**config.mk**
```make
export PLATFORM = sky130hd
export DESIGN_NAME = irq_vector_ctrl
export DESIGN_NICKNAME = d
export VERILOG_FILES = /design/src/rtl/irq_vector_pkg.sv /design/src/rtl/irq_enable_bank.sv /design/src/rtl/irq_prio_bank.sv /design/src/rtl/irq_select.sv /design/src/rtl/irq_vector_ctrl.sv
export SDC_FILE = /design/constraint.sdc
export NUM_CORES = 2
export LEC_CHECK = 0
export ABC_CLOCK_PERIOD_IN_PS = 276500
export BUFFER_PORTS_ARGS = -buffer_cell sky130_fd_sc_hd__buf_2
export CAP_MARGIN = 20
export CORE_MARGIN = 2
export CORE_UTILIZATION = 45
export CTS_BUF_LIST = sky130_fd_sc_hd__clkbuf_8
export CTS_CLUSTER_DIAMETER = 30
export CTS_CLUSTER_SIZE = 25
export DETAILED_ROUTE_END_ITERATION = 7
export SETUP_SLACK_MARGIN = 0.5
export SLEW_MARGIN = 30
export SYNTH_ARGS = -nofsm -noshare
export SYNTH_HDL_FRONTEND = slang
export SYNTH_HIERARCHICAL = 1
export SYNTH_SLANG_ARGS = --single-unit
```
**constraint.sdc**
```tcl
create_clock -name clk -period 276.5 [get_ports clk]
set_input_delay 55.3 -clock clk [delete_from_list [all_inputs] [get_ports clk]]
set_output_delay 55.3 -clock clk [all_outputs]
set_load 0.02 [all_outputs]
```
**src/rtl/irq_vector_pkg.sv**
```systemverilog
package irq_vector_pkg;
   localparam int ADR_EN_SET   = 'h00;
   localparam int ADR_EN_CLR   = 'h01;
   localparam int ADR_MASK     = 'h02;
   localparam int ADR_STATUS   = 'h03;
   localparam int ADR_EN_RD    = 'h04;
   localparam int ADR_PRIO_TOP = 'h17;

   typedef struct packed {
      logic [15:0] src;
      logic [15:0] lvl;
   } status_t;
endpackage

```
**src/rtl/irq_enable_bank.sv**
```systemverilog
module irq_enable_bank #(
   parameter int NUM_SRC = 64,
   parameter int DATA_W  = 32
) (
   input  logic               clk,
   input  logic               rst_n,
   input  logic               set_req,
   input  logic               clr_req,
   input  logic [DATA_W-1:0]  num,
   output logic [NUM_SRC-1:0] en_o
);
   localparam int IDX_W = $clog2(NUM_SRC);

   logic             in_range;
   logic [IDX_W-1:0] idx;

   assign in_range = num < DATA_W'(NUM_SRC);
   assign idx      = num[IDX_W-1:0];

   always_ff @(posedge clk or negedge rst_n) begin
      if (!rst_n) begin
         en_o <= '0;
      end else if (set_req && in_range) begin
         en_o[idx] <= 1'b1;
      end else if (clr_req && in_range) begin
         en_o[idx] <= 1'b0;
      end
   end

   assert_set_bit_R2: assert property (@(posedge clk) disable iff (!rst_n)
      (set_req && in_range) |=> en_o[$past(idx)]);
   assert_clr_bit_R3: assert property (@(posedge clk) disable iff (!rst_n)
      (clr_req && in_range && !set_req) |=> !en_o[$past(idx)]);
   assert_single_change_R2: assert property (@(posedge clk) disable iff (!rst_n)
      $countones(en_o ^ $past(en_o)) <= 1);
   assert_out_of_range_R3: assert property (@(posedge clk) disable iff (!rst_n)
      !in_range |=> $stable(en_o));
endmodule

```
**src/rtl/irq_prio_bank.sv**
```systemverilog
module irq_prio_bank #(
   parameter int GROUPS = 8,
   parameter int DATA_W = 32
) (
   input  logic                     clk,
   input  logic                     rst_n,
   input  logic [GROUPS-1:0]        wr_grp,
   input  logic [DATA_W-1:0]        wdata,
   output logic [GROUPS*DATA_W-1:0] words_o
);
   for (genvar g = 0; g < GROUPS; g++) begin : g_word
      logic [DATA_W-1:0] word_q;

      always_ff @(posedge clk or negedge rst_n) begin
         if (!rst_n) begin
            word_q <= '0;
         end else if (wr_grp[g]) begin
            word_q <= wdata;
         end
      end

      assign words_o[g*DATA_W +: DATA_W] = word_q;

      assert_word_hold_R4: assert property (@(posedge clk) disable iff (!rst_n)
         wr_grp[g] |=> (word_q == $past(wdata)));
   end
endmodule

```
**src/rtl/irq_select.sv**
```systemverilog
module irq_select #(
   parameter int NUM_SRC  = 64,
   parameter int PRIO_W   = 4,
   parameter bit TIE_HIGH = 1'b1
) (
   input  logic                        clk,
   input  logic                        rst_n,
   input  logic [NUM_SRC-1:0]          qual,
   input  logic [NUM_SRC*PRIO_W-1:0]   prio_flat,
   output logic                        found,
   output logic [$clog2(NUM_SRC)-1:0]  win_idx,
   output logic [PRIO_W-1:0]           win_prio
);
   localparam int IDX_W = $clog2(NUM_SRC);

   if (TIE_HIGH) begin : g_tie_high
      always_comb begin
         found    = 1'b0;
         win_idx  = '0;
         win_prio = '0;
         for (int i = 0; i < NUM_SRC; i++) begin
            if (qual[i] && (!found || prio_flat[i*PRIO_W +: PRIO_W] >= win_prio)) begin
               found    = 1'b1;
               win_idx  = IDX_W'(i);
               win_prio = prio_flat[i*PRIO_W +: PRIO_W];
            end
         end
      end
   end else begin : g_tie_low
      always_comb begin
         found    = 1'b0;
         win_idx  = '0;
         win_prio = '0;
         for (int i = 0; i < NUM_SRC; i++) begin
            if (qual[i] && (!found || prio_flat[i*PRIO_W +: PRIO_W] > win_prio)) begin
               found    = 1'b1;
               win_idx  = IDX_W'(i);
               win_prio = prio_flat[i*PRIO_W +: PRIO_W];
            end
         end
      end
   end

   assert_win_qualified_R7: assert property (@(posedge clk) disable iff (!rst_n)
      found |-> qual[win_idx]);
   assert_none_when_empty_R6: assert property (@(posedge clk) disable iff (!rst_n)
      !found |-> (qual == '0));
endmodule

```
**src/rtl/irq_vector_ctrl.sv**
```systemverilog
module irq_vector_ctrl
   import irq_vector_pkg::*;
#(
   parameter int NUM_SRC  = 64,
   parameter int PRIO_W   = 4,
   parameter int DATA_W   = 32,
   parameter int ADDR_W   = 8,
   parameter bit TIE_HIGH = 1'b1
) (
   input  logic               clk,
   input  logic               rst_n,
   input  logic [NUM_SRC-1:0] irq_lines,
   input  logic [ADDR_W-1:0]  bus_addr,
   input  logic [DATA_W-1:0]  bus_wdata,
   input  logic               bus_we,
   input  logic               bus_re,
   output logic [DATA_W-1:0]  bus_rdata,
   output logic               irq_o
);
   localparam int PER_WORD = DATA_W / PRIO_W;
   localparam int GROUPS   = NUM_SRC / PER_WORD;
   localparam int EN_WORDS = NUM_SRC / DATA_W;
   localparam int IDX_W    = $clog2(NUM_SRC);

   if (NUM_SRC % PER_WORD != 0 || NUM_SRC % DATA_W != 0) begin : g_bad_count
      $error("source count must fill whole priority and enable words");
   end
   if (DATA_W != $bits(status_t) || NUM_SRC > 65536) begin : g_bad_status
      $error("status word layout needs 32-bit data and at most 65536 sources");
   end
   if (ADR_PRIO_TOP - GROUPS + 1 < ADR_EN_RD + EN_WORDS) begin : g_bad_map
      $error("priority words overlap enable readback words");
   end

   logic                     hit_set, hit_clr, hit_mask;
   logic [GROUPS-1:0]        hit_prio;
   logic [NUM_SRC-1:0]       en_q;
   logic [GROUPS*DATA_W-1:0] prio_words;
   logic [PRIO_W-1:0]        mask_q;
   logic [NUM_SRC-1:0]       qual;
   logic                     found;
   logic [IDX_W-1:0]         win_idx;
   logic [PRIO_W-1:0]        win_prio;
   status_t                  stat;

   assign hit_set  = bus_we && (bus_addr == ADDR_W'(ADR_EN_SET));
   assign hit_clr  = bus_we && (bus_addr == ADDR_W'(ADR_EN_CLR));
   assign hit_mask = bus_we && (bus_addr == ADDR_W'(ADR_MASK));

   for (genvar g = 0; g < GROUPS; g++) begin : g_prio_dec
      assign hit_prio[g] = bus_we && (bus_addr == ADDR_W'(ADR_PRIO_TOP - g));
   end

   irq_enable_bank #(.NUM_SRC(NUM_SRC), .DATA_W(DATA_W)) u_enable (
      .clk(clk), .rst_n(rst_n), .set_req(hit_set), .clr_req(hit_clr),
      .num(bus_wdata), .en_o(en_q)
   );

   irq_prio_bank #(.GROUPS(GROUPS), .DATA_W(DATA_W)) u_prio (
      .clk(clk), .rst_n(rst_n), .wr_grp(hit_prio), .wdata(bus_wdata),
      .words_o(prio_words)
   );

   always_ff @(posedge clk or negedge rst_n) begin
      if (!rst_n) begin
         mask_q <= '0;
      end else if (hit_mask) begin
         mask_q <= bus_wdata[PRIO_W-1:0];
      end
   end

   for (genvar n = 0; n < NUM_SRC; n++) begin : g_qual
      assign qual[n] = irq_lines[n] && en_q[n] &&
                       (prio_words[n*PRIO_W +: PRIO_W] > mask_q);
   end

   irq_select #(.NUM_SRC(NUM_SRC), .PRIO_W(PRIO_W), .TIE_HIGH(TIE_HIGH)) u_select (
      .clk(clk), .rst_n(rst_n), .qual(qual), .prio_flat(prio_words),
      .found(found), .win_idx(win_idx), .win_prio(win_prio)
   );

   always_ff @(posedge clk or negedge rst_n) begin
      if (!rst_n) begin
         irq_o <= 1'b0;
      end else begin
         irq_o <= found;
      end
   end

   always_comb begin
      if (found) begin
         stat.src = 16'(win_idx);
         stat.lvl = 16'(win_prio);
      end else begin
         stat = '1;
      end
   end

   always_comb begin
      bus_rdata = '0;
      if (bus_re) begin
         if (bus_addr == ADDR_W'(ADR_MASK)) begin
            bus_rdata = DATA_W'(mask_q);
         end
         if (bus_addr == ADDR_W'(ADR_STATUS)) begin
            bus_rdata = stat;
         end
         for (int k = 0; k < EN_WORDS; k++) begin
            if (bus_addr == ADDR_W'(ADR_EN_RD + k)) begin
               bus_rdata = en_q[k*DATA_W +: DATA_W];
            end
         end
         for (int g = 0; g < GROUPS; g++) begin
            if (bus_addr == ADDR_W'(ADR_PRIO_TOP - g)) begin
               bus_rdata = prio_words[g*DATA_W +: DATA_W];
            end
         end
      end
   end

   assert_win_above_mask_R5: assert property (@(posedge clk) disable iff (!rst_n)
      found |-> (win_prio > mask_q));
   assert_empty_status_R6: assert property (@(posedge clk) disable iff (!rst_n)
      (bus_re && bus_addr == ADDR_W'(ADR_STATUS) && !found) |-> (bus_rdata == '1));
   assert_irq_rise_R9: assert property (@(posedge clk) disable iff (!rst_n)
      found |=> irq_o);
   assert_irq_fall_R9: assert property (@(posedge clk) disable iff (!rst_n)
      !found |=> !irq_o);
endmodule

```
Yosys cells after proc, flatten, opt, wreduce, memory -nomap -nowiden

Index checks and enable logic that the tools add are counted.

Word-level logic and storage cells: 699
Bits of input ports: 108
Register bits: 325
Output and inout bits: 33

Reduce and logical (&&, ||, !) cells: 333
Bitwise gates (word level): 3
Eq/ne operators: 13
$lt $le $gt $ge: 130
Multiplexer cells: 209

Operators with widths:

| operator            | number |
|---|---|
| $mux 32             | 13 |
| $mux 4              | 73 |
| $gt 4x4->1          | 64 |
| $ge 4x4->1          | 63 |
| $logic_and 1x1->1   | 205 |
| $mux 6              | 32 |
| $mux 64             | 2 |
| $mux 5              | 16 |
| $mux 1              | 66 |
| $and 64x64->64      | 1 |
| $eq 8x5->1 const B  | 8 |
| $not 64->64         | 1 |
| $or 64x64->64       | 1 |
| $logic_not 1->1     | 63 |
| $logic_or 1x1->1    | 63 |
| $lt 32x7->1 const B | 1 |
| $eq 8x2->1 const B  | 2 |
| $eq 8x3->1 const B  | 2 |
| $mux 3              | 4 |
| $eq 8x1->1 const B  | 1 |
| $logic_not 8->1     | 1 |
| $lt 6x7->1 const B  | 1 |
| $demux 1 s6         | 1 |
| $ge 6x1->1 const B  | 1 |
| other kinds (2)     | 3 |

Logic depth before layout (Yosys ltp)

Depth in word-level cells: 268
Mapped depth: 550
Mapped depth without buffers: 526

Cells and area by module

Netlist, hierarchy kept.

Modules (own cells, without submodules):

| module          | seq. area each (µm²) | area each (µm²) | cells an instance | instances |
|---|---|---|---|---|
| irq_select      | 0.0                  | 13,076.3        | 1,915             | 1 |
| irq_prio_bank   | 6,406.1              | 10,760.3        | 544               | 1 |
| irq_vector_ctrl | 125.1                | 9,729.3         | 1,321             | 1 |
| irq_enable_bank | 1,601.5              | 3,129.3         | 254               | 1 |

Least setup slack after synthesis

Ideal clock, no wire load.

Path type: in2out
From: input port irq_lines[0]
To: output port bus_rdata[19]
Arrival time: 149.575 ns
Slack: 71.625 ns
Data required time: 221.200 ns
Path buffers: 24
Cell stages on the path: 514
Cell sequence: nand3_1 nor2_1 buf_6 nand2_1 ha_1 o211ai_1 o211ai_1 nand2_1 mux2_2 ha_1 nand2b_1 a31oi_1 a2bb2oi_2 mux2_2 ha_1 nand2b_1 a31oi_1 o21ai_0 [478 not listed] a21oi_1 nor2b_1 o31ai_1 and4_1 a221oi_1 o21ai_1 ha_1 nand2b_1 a21o_1 a21oi_1 nor2b_1 o31a_1 clkbuf_1 or4_1 nand2b_1 a31oi_1 a21oi_1 o41a_1

Word-level cells in the longest chain between the ends: 268
Elaborated cells between the ends (all ways): 450
Those cells by class: 63 x order compare; 196 x mux; 191 x reduce/logical

RTL lines:

| what                                                 | line                   | RTL |
|---|---|---|
| from (decl)                                          | irq_vector_ctrl.sv:12  | `input logic [NUM_SRC-1:0] irq_lines,` |
| $logic_and 1x1->1 (*) (2 in series)                  | irq_vector_ctrl.sv:73  | `assign qual[n] = irq_lines[n] && en_q[n] &&` |
| via qual[0]                                          | irq_vector_ctrl.sv:40  | `logic [NUM_SRC-1:0] qual;` |
| $mux 4 / $mux 1 (equally long branches)              | irq_select.sv:22       | `if (qual[i] && (!found \|\| prio_flat[i*PRIO_W +: PRIO_W] >= win_prio)) begin` |
| $ge 4x4->1 / $logic_not 1->1 (equally long branches) | irq_select.sv:22       |  |
| $logic_or 1x1->1                                     | irq_select.sv:22       |  |
| $logic_and 1x1->1                                    | irq_select.sv:22       |  |
| $mux 4 / $mux 1 (equally long branches)              | irq_select.sv:22       |  |
| $ge 4x4->1 / $logic_not 1->1 (equally long branches) | irq_select.sv:22       |  |
| [245 not listed]                                     | n/a                    |  |
| $logic_and 1x1->1                                    | irq_select.sv:22       |  |
| $mux 6 (*)                                           | irq_select.sv:22       |  |
| via win_idx[3]                                       | irq_vector_ctrl.sv:42  | `logic [IDX_W-1:0] win_idx;` |
| $mux 32 (*)                                          | irq_vector_ctrl.sv:91  | `if (found) begin` |
| $mux 32 (*)                                          | irq_vector_ctrl.sv:105 | `if (bus_addr == ADDR_W'(ADR_STATUS)) begin` |
| $mux 32 (*) (2 in series)                            | irq_vector_ctrl.sv:109 | `if (bus_addr == ADDR_W'(ADR_EN_RD + k)) begin` |
| $mux 32 (*) (8 in series)                            | irq_vector_ctrl.sv:114 | `if (bus_addr == ADDR_W'(ADR_PRIO_TOP - g)) begin` |
| $mux 32 (*)                                          | irq_vector_ctrl.sv:101 | `if (bus_re) begin` |
| to (decl)                                            | irq_vector_ctrl.sv:17  | `output logic [DATA_W-1:0] bus_rdata,` |

Mark *: on every way through the listed nets, which the timed path passes. The rest lies on a longest branch.

Final worst setup path

From: input port irq_lines[0]
To: output port bus_rdata[21]

The elaborated chain is that of the path after synthesis.

==> impl_results.html <==
<table>
<tr><th>Metric</th><th>Value</th></tr>
<tr><th colspan="2">Status</th></tr>
<tr><td>Result of the run</td><td>finished, final reports clean</td></tr>
<tr><th colspan="2">Clock network</th></tr>
<tr><td>Hold Buf Count CTS</td><td>0</td></tr>
<tr><td>Total of cells resized after clock tree synthesis</td><td>0</td></tr>
<tr><td>Maximum number of buffers from clock root to sink</td><td>3</td></tr>
<tr><td>Clock tree root buffer cell</td><td>sky130_fd_sc_hd__clkbuf_8</td></tr>
<tr><td>Clock H-tree levels</td><td>3</td></tr>
<tr><td>Clock tree from TritonCTS</td><td>yes</td></tr>
<tr><td>Cts bufs inserted</td><td>83</td></tr>
<tr><td>Postcts setup bufs</td><td>0</td></tr>
<tr><td>Clock Sinks</td><td>325</td></tr>
<tr><td>Later-pin clock latency in the skew report</td><td>roughly 0.71 ns</td></tr>
<tr><td>Clock-pin slew on the worst setup and hold paths</td><td>0.04 ns</td></tr>
<tr><th colspan="2">Synth</th></tr>
<tr><td>Share of synthesized registers carrying an async set or reset</td><td>100%</td></tr>
<tr><td>Post-Syn Nets</td><td>4595</td></tr>
<tr><td>Total of warnings raised by yosys</td><td>6</td></tr>
<tr><td>Cell area after synthesis</td><td>36700 µm²</td></tr>
<tr><td>Fraction of the yosys area taken by sequential cells</td><td>between 20% and 30%</td></tr>
<tr><td>Post-Synthesis Cells</td><td>4034</td></tr>
<tr><td>Number of synthesized register bits</td><td>between 300 and 400</td></tr>
<tr><td>Avg Synthesized Cell Area</td><td>9.10 µm²</td></tr>
<tr><td>Number of distinct library cell variants in the gate-level netlist after synthesis</td><td>between 100 and 150</td></tr>
<tr><td>Dominant synthesized flop cell</td><td>sky130_fd_sc_hd__dfrtp_1</td></tr>
<tr><td>Number of enable-type register cells in the synthesized netlist</td><td>0</td></tr>
<tr><th colspan="2">Timing</th></tr>
<tr><td>Final critical-path required period</td><td>220.21 ns</td></tr>
<tr><td>Worst-case setup margin in the final layout</td><td>approximately 56 ns</td></tr>
<tr><td>Pin slew with the least headroom to its limit</td><td>around 1.1 ns</td></tr>
<tr><td>Maximum achievable frequency</td><td>between 0.004 and 0.005 GHz</td></tr>
<tr><td>Slew headroom</td><td>around 25%</td></tr>
<tr><td>Share of the clock period used by the worst path after layout</td><td>between 70% and 80%</td></tr>
<tr><td>Total negative slack</td><td>0 ns</td></tr>
<tr><td>Setup repair after global routing missed its margin</td><td>no</td></tr>
<tr><td>Number of setup violations in the final report</td><td>0</td></tr>
<tr><td>Clock Skews</td><td>slightly above 0.03 ns</td></tr>
<tr><td>Count of final max-slew check failures</td><td>0</td></tr>
<tr><td>Hold Vio Cnt, Final</td><td>0</td></tr>
<tr><th colspan="2">Drt</th></tr>
<tr><td>Avg WL per Cell</td><td>29.6 µm</td></tr>
<tr><td>Starting DRT DRC Count</td><td>approximately 4500</td></tr>
<tr><td>Vias per cell</td><td>~6.6</td></tr>
<tr><td>Post-DRT Antenna Nets</td><td>0</td></tr>
<tr><td>Total routed wirelength</td><td>156 mm</td></tr>
<tr><td>Detailed-route via count</td><td>approximately 35000</td></tr>
<tr><td>Drt pass-1 iters</td><td>7</td></tr>
<tr><td>Post-route DRC violation count</td><td>0</td></tr>
<tr><th colspan="2">Global route</th></tr>
<tr><td>Maximum number of pins on one net before global-route repair</td><td>about 160</td></tr>
<tr><td>Remaining global-route overflow</td><td>0</td></tr>
<tr><td>Wire length of the first global-routing pass</td><td>222 mm</td></tr>
<tr><td>Total global routing track utilization</td><td>between 30% and 40%</td></tr>
<tr><td>Via count of the first global-routing pass</td><td>approximately 32000</td></tr>
<tr><td>Antenna violations before repair</td><td>5</td></tr>
<tr><th colspan="2">Floorplanning</th></tr>
<tr><td>Die Area</td><td>about 84000 µm²</td></tr>
<tr><td>I/O pin count</td><td>141</td></tr>
<tr><td>Placeable Area</td><td>80700 µm²</td></tr>
<tr><td>Die outline height</td><td>a little under 300 µm</td></tr>
<tr><td>Effective utilization at floorplan</td><td>about 45%</td></tr>
<tr><td>Cell row count</td><td>~100</td></tr>
<tr><td>Chip width</td><td>290 µm</td></tr>
<tr><th colspan="2">Finish</th></tr>
<tr><td>Number of nets in the layout</td><td>4712</td></tr>
<tr><td>Fillers</td><td>just under 8000</td></tr>
<tr><td>Post-route cell area</td><td>between 40000 and 50000 µm²</td></tr>
<tr><td>Ratio of cells with drive above 1 in the final layout</td><td>between 10% and 20%</td></tr>
<tr><td>Area added between synthesis and finish</td><td>9.02%</td></tr>
<tr><th colspan="2">Setup path</th></tr>
<tr><td>Critical path's most frequent cell</td><td>sky130_fd_sc_hd__ha_1</td></tr>
<tr><td>Kind of cell adding the most delay to the critical path</td><td>compound AO/OA/AOI/OAI gates</td></tr>
<tr><td>Count of buffering cells on the critical path with inverters included</td><td>20</td></tr>
<tr><td>Crit Path Class</td><td>in2out</td></tr>
<tr><td>Worst-path maximum fanout</td><td>14</td></tr>
<tr><td>Critical path arrival</td><td>approximately 160 ns</td></tr>
<tr><td>Critical path's slowest cell</td><td>sky130_fd_sc_hd__a2bb2oi_1</td></tr>
<tr><td>Biggest cell delay along the critical path</td><td>0.79 ns</td></tr>
<tr><td>Required time reported for the critical path endpoint</td><td>~220 ns</td></tr>
<tr><td>Element type at the critical path start</td><td>primary input</td></tr>
<tr><td>CP Capture Type</td><td>output pin</td></tr>
<tr><th colspan="2">Place</th></tr>
<tr><td>Post-detailed-placement half-perimeter wirelength</td><td>about 120 mm</td></tr>
<tr><td>Number of buffers added on ports</td><td>140</td></tr>
<tr><td>Pre-CTS WS</td><td>around 60 ns</td></tr>
<tr><td>Placed inst area</td><td>about 38000 µm²</td></tr>
<tr><td>Gp weighted congestion</td><td>1.09</td></tr>
<tr><th colspan="2">Power</th></tr>
<tr><td>Maximum resistive drop on vdd</td><td>0.00371 mV</td></tr>
<tr><td>Power density over the cells</td><td>between 3 and 4 nW/µm²</td></tr>
<tr><td>Standby leakage power</td><td>~18 nW</td></tr>
<tr><td>Overall Power</td><td>0.150 mW</td></tr>
<tr><th colspan="2">Flow run</th></tr>
<tr><td>Reported max-cap violation count</td><td>0</td></tr>
<tr><th colspan="2">Worst hold path</th></tr>
<tr><td>Hold WC Path Type</td><td>reg2reg</td></tr>
</table>
-- routing by layer --
layer	vias to the layer above	routed length [µm]	share of wire (%)	global-route usage [%]
met1	17000	67600	43	51.1
met2	1931	64300	41	52.5
met4	4	7160	4.6	15.2
met5	-	24	0.015	0
met3	322	17300	11	9.80
li1	15500	-	-	-
-- path summary, 6_finish.rpt --
kind,from,to,slack [ns],cells after the start
worst min-delay path,mask_q[1],mask_q[1],0.54,1
worst max register to register,u_prio/g_word[0].word_q[1],irq_o,180.08,439
worst max-delay path,irq_lines[0],bus_rdata[21],56.29,497
worst min register to register,mask_q[1],mask_q[1],0.54,1
min in group asynchronous,rst_n,u_prio/g_word[5].word_q[30],54.64,1
max in group asynchronous,rst_n,u_prio/g_word[1].word_q[13],220.47,3
-- placed cells by master (no fill, tap or decap), types with 19 or more instances in the layout --
master	count
sky130_fd_sc_hd__buf_4	43
sky130_fd_sc_hd__nand4_1	76
sky130_fd_sc_hd__nand2_1	240
sky130_fd_sc_hd__or2_2	27
sky130_fd_sc_hd__nand3_1	132
sky130_fd_sc_hd__mux2_2	50
sky130_fd_sc_hd__a21o_1	80
sky130_fd_sc_hd__mux2_4	240
sky130_fd_sc_hd__nor4_1	62
sky130_fd_sc_hd__a211oi_1	28
sky130_fd_sc_hd__and2_1	32
sky130_fd_sc_hd__buf_2	137
sky130_fd_sc_hd__o21ai_0	234
sky130_fd_sc_hd__inv_1	267
sky130_fd_sc_hd__nor3_1	69
sky130_fd_sc_hd__o22ai_1	37
sky130_fd_sc_hd__o211ai_1	37
sky130_fd_sc_hd__dfrtp_1	324
sky130_fd_sc_hd__and3_1	25
sky130_fd_sc_hd__clkbuf_8	98
sky130_fd_sc_hd__a31oi_1	62
sky130_fd_sc_hd__mux4_2	21
sky130_fd_sc_hd__ha_1	453
sky130_fd_sc_hd__nor2b_1	97
sky130_fd_sc_hd__nand3b_1	23
sky130_fd_sc_hd__o2bb2ai_1	19
sky130_fd_sc_hd__mux2i_1	64
sky130_fd_sc_hd__o31ai_1	37
sky130_fd_sc_hd__a221oi_1	23
sky130_fd_sc_hd__mux2_1	64
sky130_fd_sc_hd__nor2_1	234
sky130_fd_sc_hd__o21a_1	56
sky130_fd_sc_hd__a21oi_1	215
sky130_fd_sc_hd__nand2b_1	164
-- metrics by stage --
step / hold WS, ns / std cells / util, %
global route: 0.546 / 5281 / 49.6
floorplan: 0.472 / 4034 / -
global placement: 0.521 / 5122 / 47.1
CTS: 0.539 / 5277 / 49.5
finish: 0.538 / 5284 / 49.6
detailed placement: 0.523 / 5123 / 47.1
-- report_power, final --
group          internal (mW)  leakage [nW]  total, mW  switching [mW]
clock                 0.0422          1.02     0.0692          0.0270
sequential            0.0494          4.49     0.0546         0.00520
combinational         0.0112          12.0     0.0263          0.0151
total                  0.103          17.5      0.150          0.0474
-- worst register-to-register path: cells and delay by family, from the launching register on --
family / cells / cell delay, ns
AO/OA/AOI/OAI: 206 / 47.66
adder cells (fa/ha/maj): 60 / 16.46
buffers and inverters: 18 / 2.02
flip-flops: 1 / 0.56
multiplexers: 11 / 4.32
AND/OR/NAND/NOR: 144 / 25.35
-- layout make-up --
type                            count  area, µm²  area share (%)
Clock buffer                       98       1350            3.37
Timing Repair Buffer              187       1120            2.80
Sequential cell                   325       8140            20.3
Tap cell                         1060       1330            3.32
Clock inverter                     56        581            1.45
Antenna cell                        4       10.0          0.0250
Inverter                          256        965            2.41
Multi-Input combinational cell   3298      26500            66.3
-- cells by family after synthesis --
group / after synthesis / share of synthesized area [%]
flops: 325 / 22.2
simple gates: 1289 / 18.9
compound gates: 1106 / 21.0
fa+ha+maj: 463 / 15.7
buf+inv: 411 / 5.81
mux: 440 / 16.4
-- Yosys cell counts (50+ instances only) --
| cell | number | area share (%) |
|---|---|---|
| sky130_fd_sc_hd__nor2_1 | 243 | 2.5 |
| sky130_fd_sc_hd__nand2b_1 | 165 | 2.8 |
| sky130_fd_sc_hd__nand2_1 | 241 | 2.5 |
| sky130_fd_sc_hd__o21a_1 | 56 | 1.1 |
| sky130_fd_sc_hd__nand3_1 | 133 | 1.8 |
| sky130_fd_sc_hd__inv_1 | 255 | 2.6 |
| sky130_fd_sc_hd__mux2_1 | 64 | 2.0 |
| sky130_fd_sc_hd__a21o_1 | 80 | 1.6 |
| sky130_fd_sc_hd__mux2_4 | 240 | 9.8 |
| sky130_fd_sc_hd__mux2_2 | 50 | 1.5 |
| sky130_fd_sc_hd__ha_1 | 453 | 15 |
| sky130_fd_sc_hd__a31oi_1 | 62 | 1.1 |
| sky130_fd_sc_hd__nor2b_1 | 98 | 1.7 |
| sky130_fd_sc_hd__nand4_1 | 76 | 1.3 |
| sky130_fd_sc_hd__clkbuf_1 | 66 | 0.68 |
| sky130_fd_sc_hd__nor4_1 | 62 | 1.1 |
| sky130_fd_sc_hd__o21ai_0 | 234 | 3.2 |
| sky130_fd_sc_hd__dfrtp_1 | 325 | 22 |
| sky130_fd_sc_hd__a21oi_1 | 215 | 2.9 |
| sky130_fd_sc_hd__nor3_1 | 69 | 0.94 |
| sky130_fd_sc_hd__mux2i_1 | 64 | 1.7 |
Note: power is estimated with default switching activity, not from simulation.
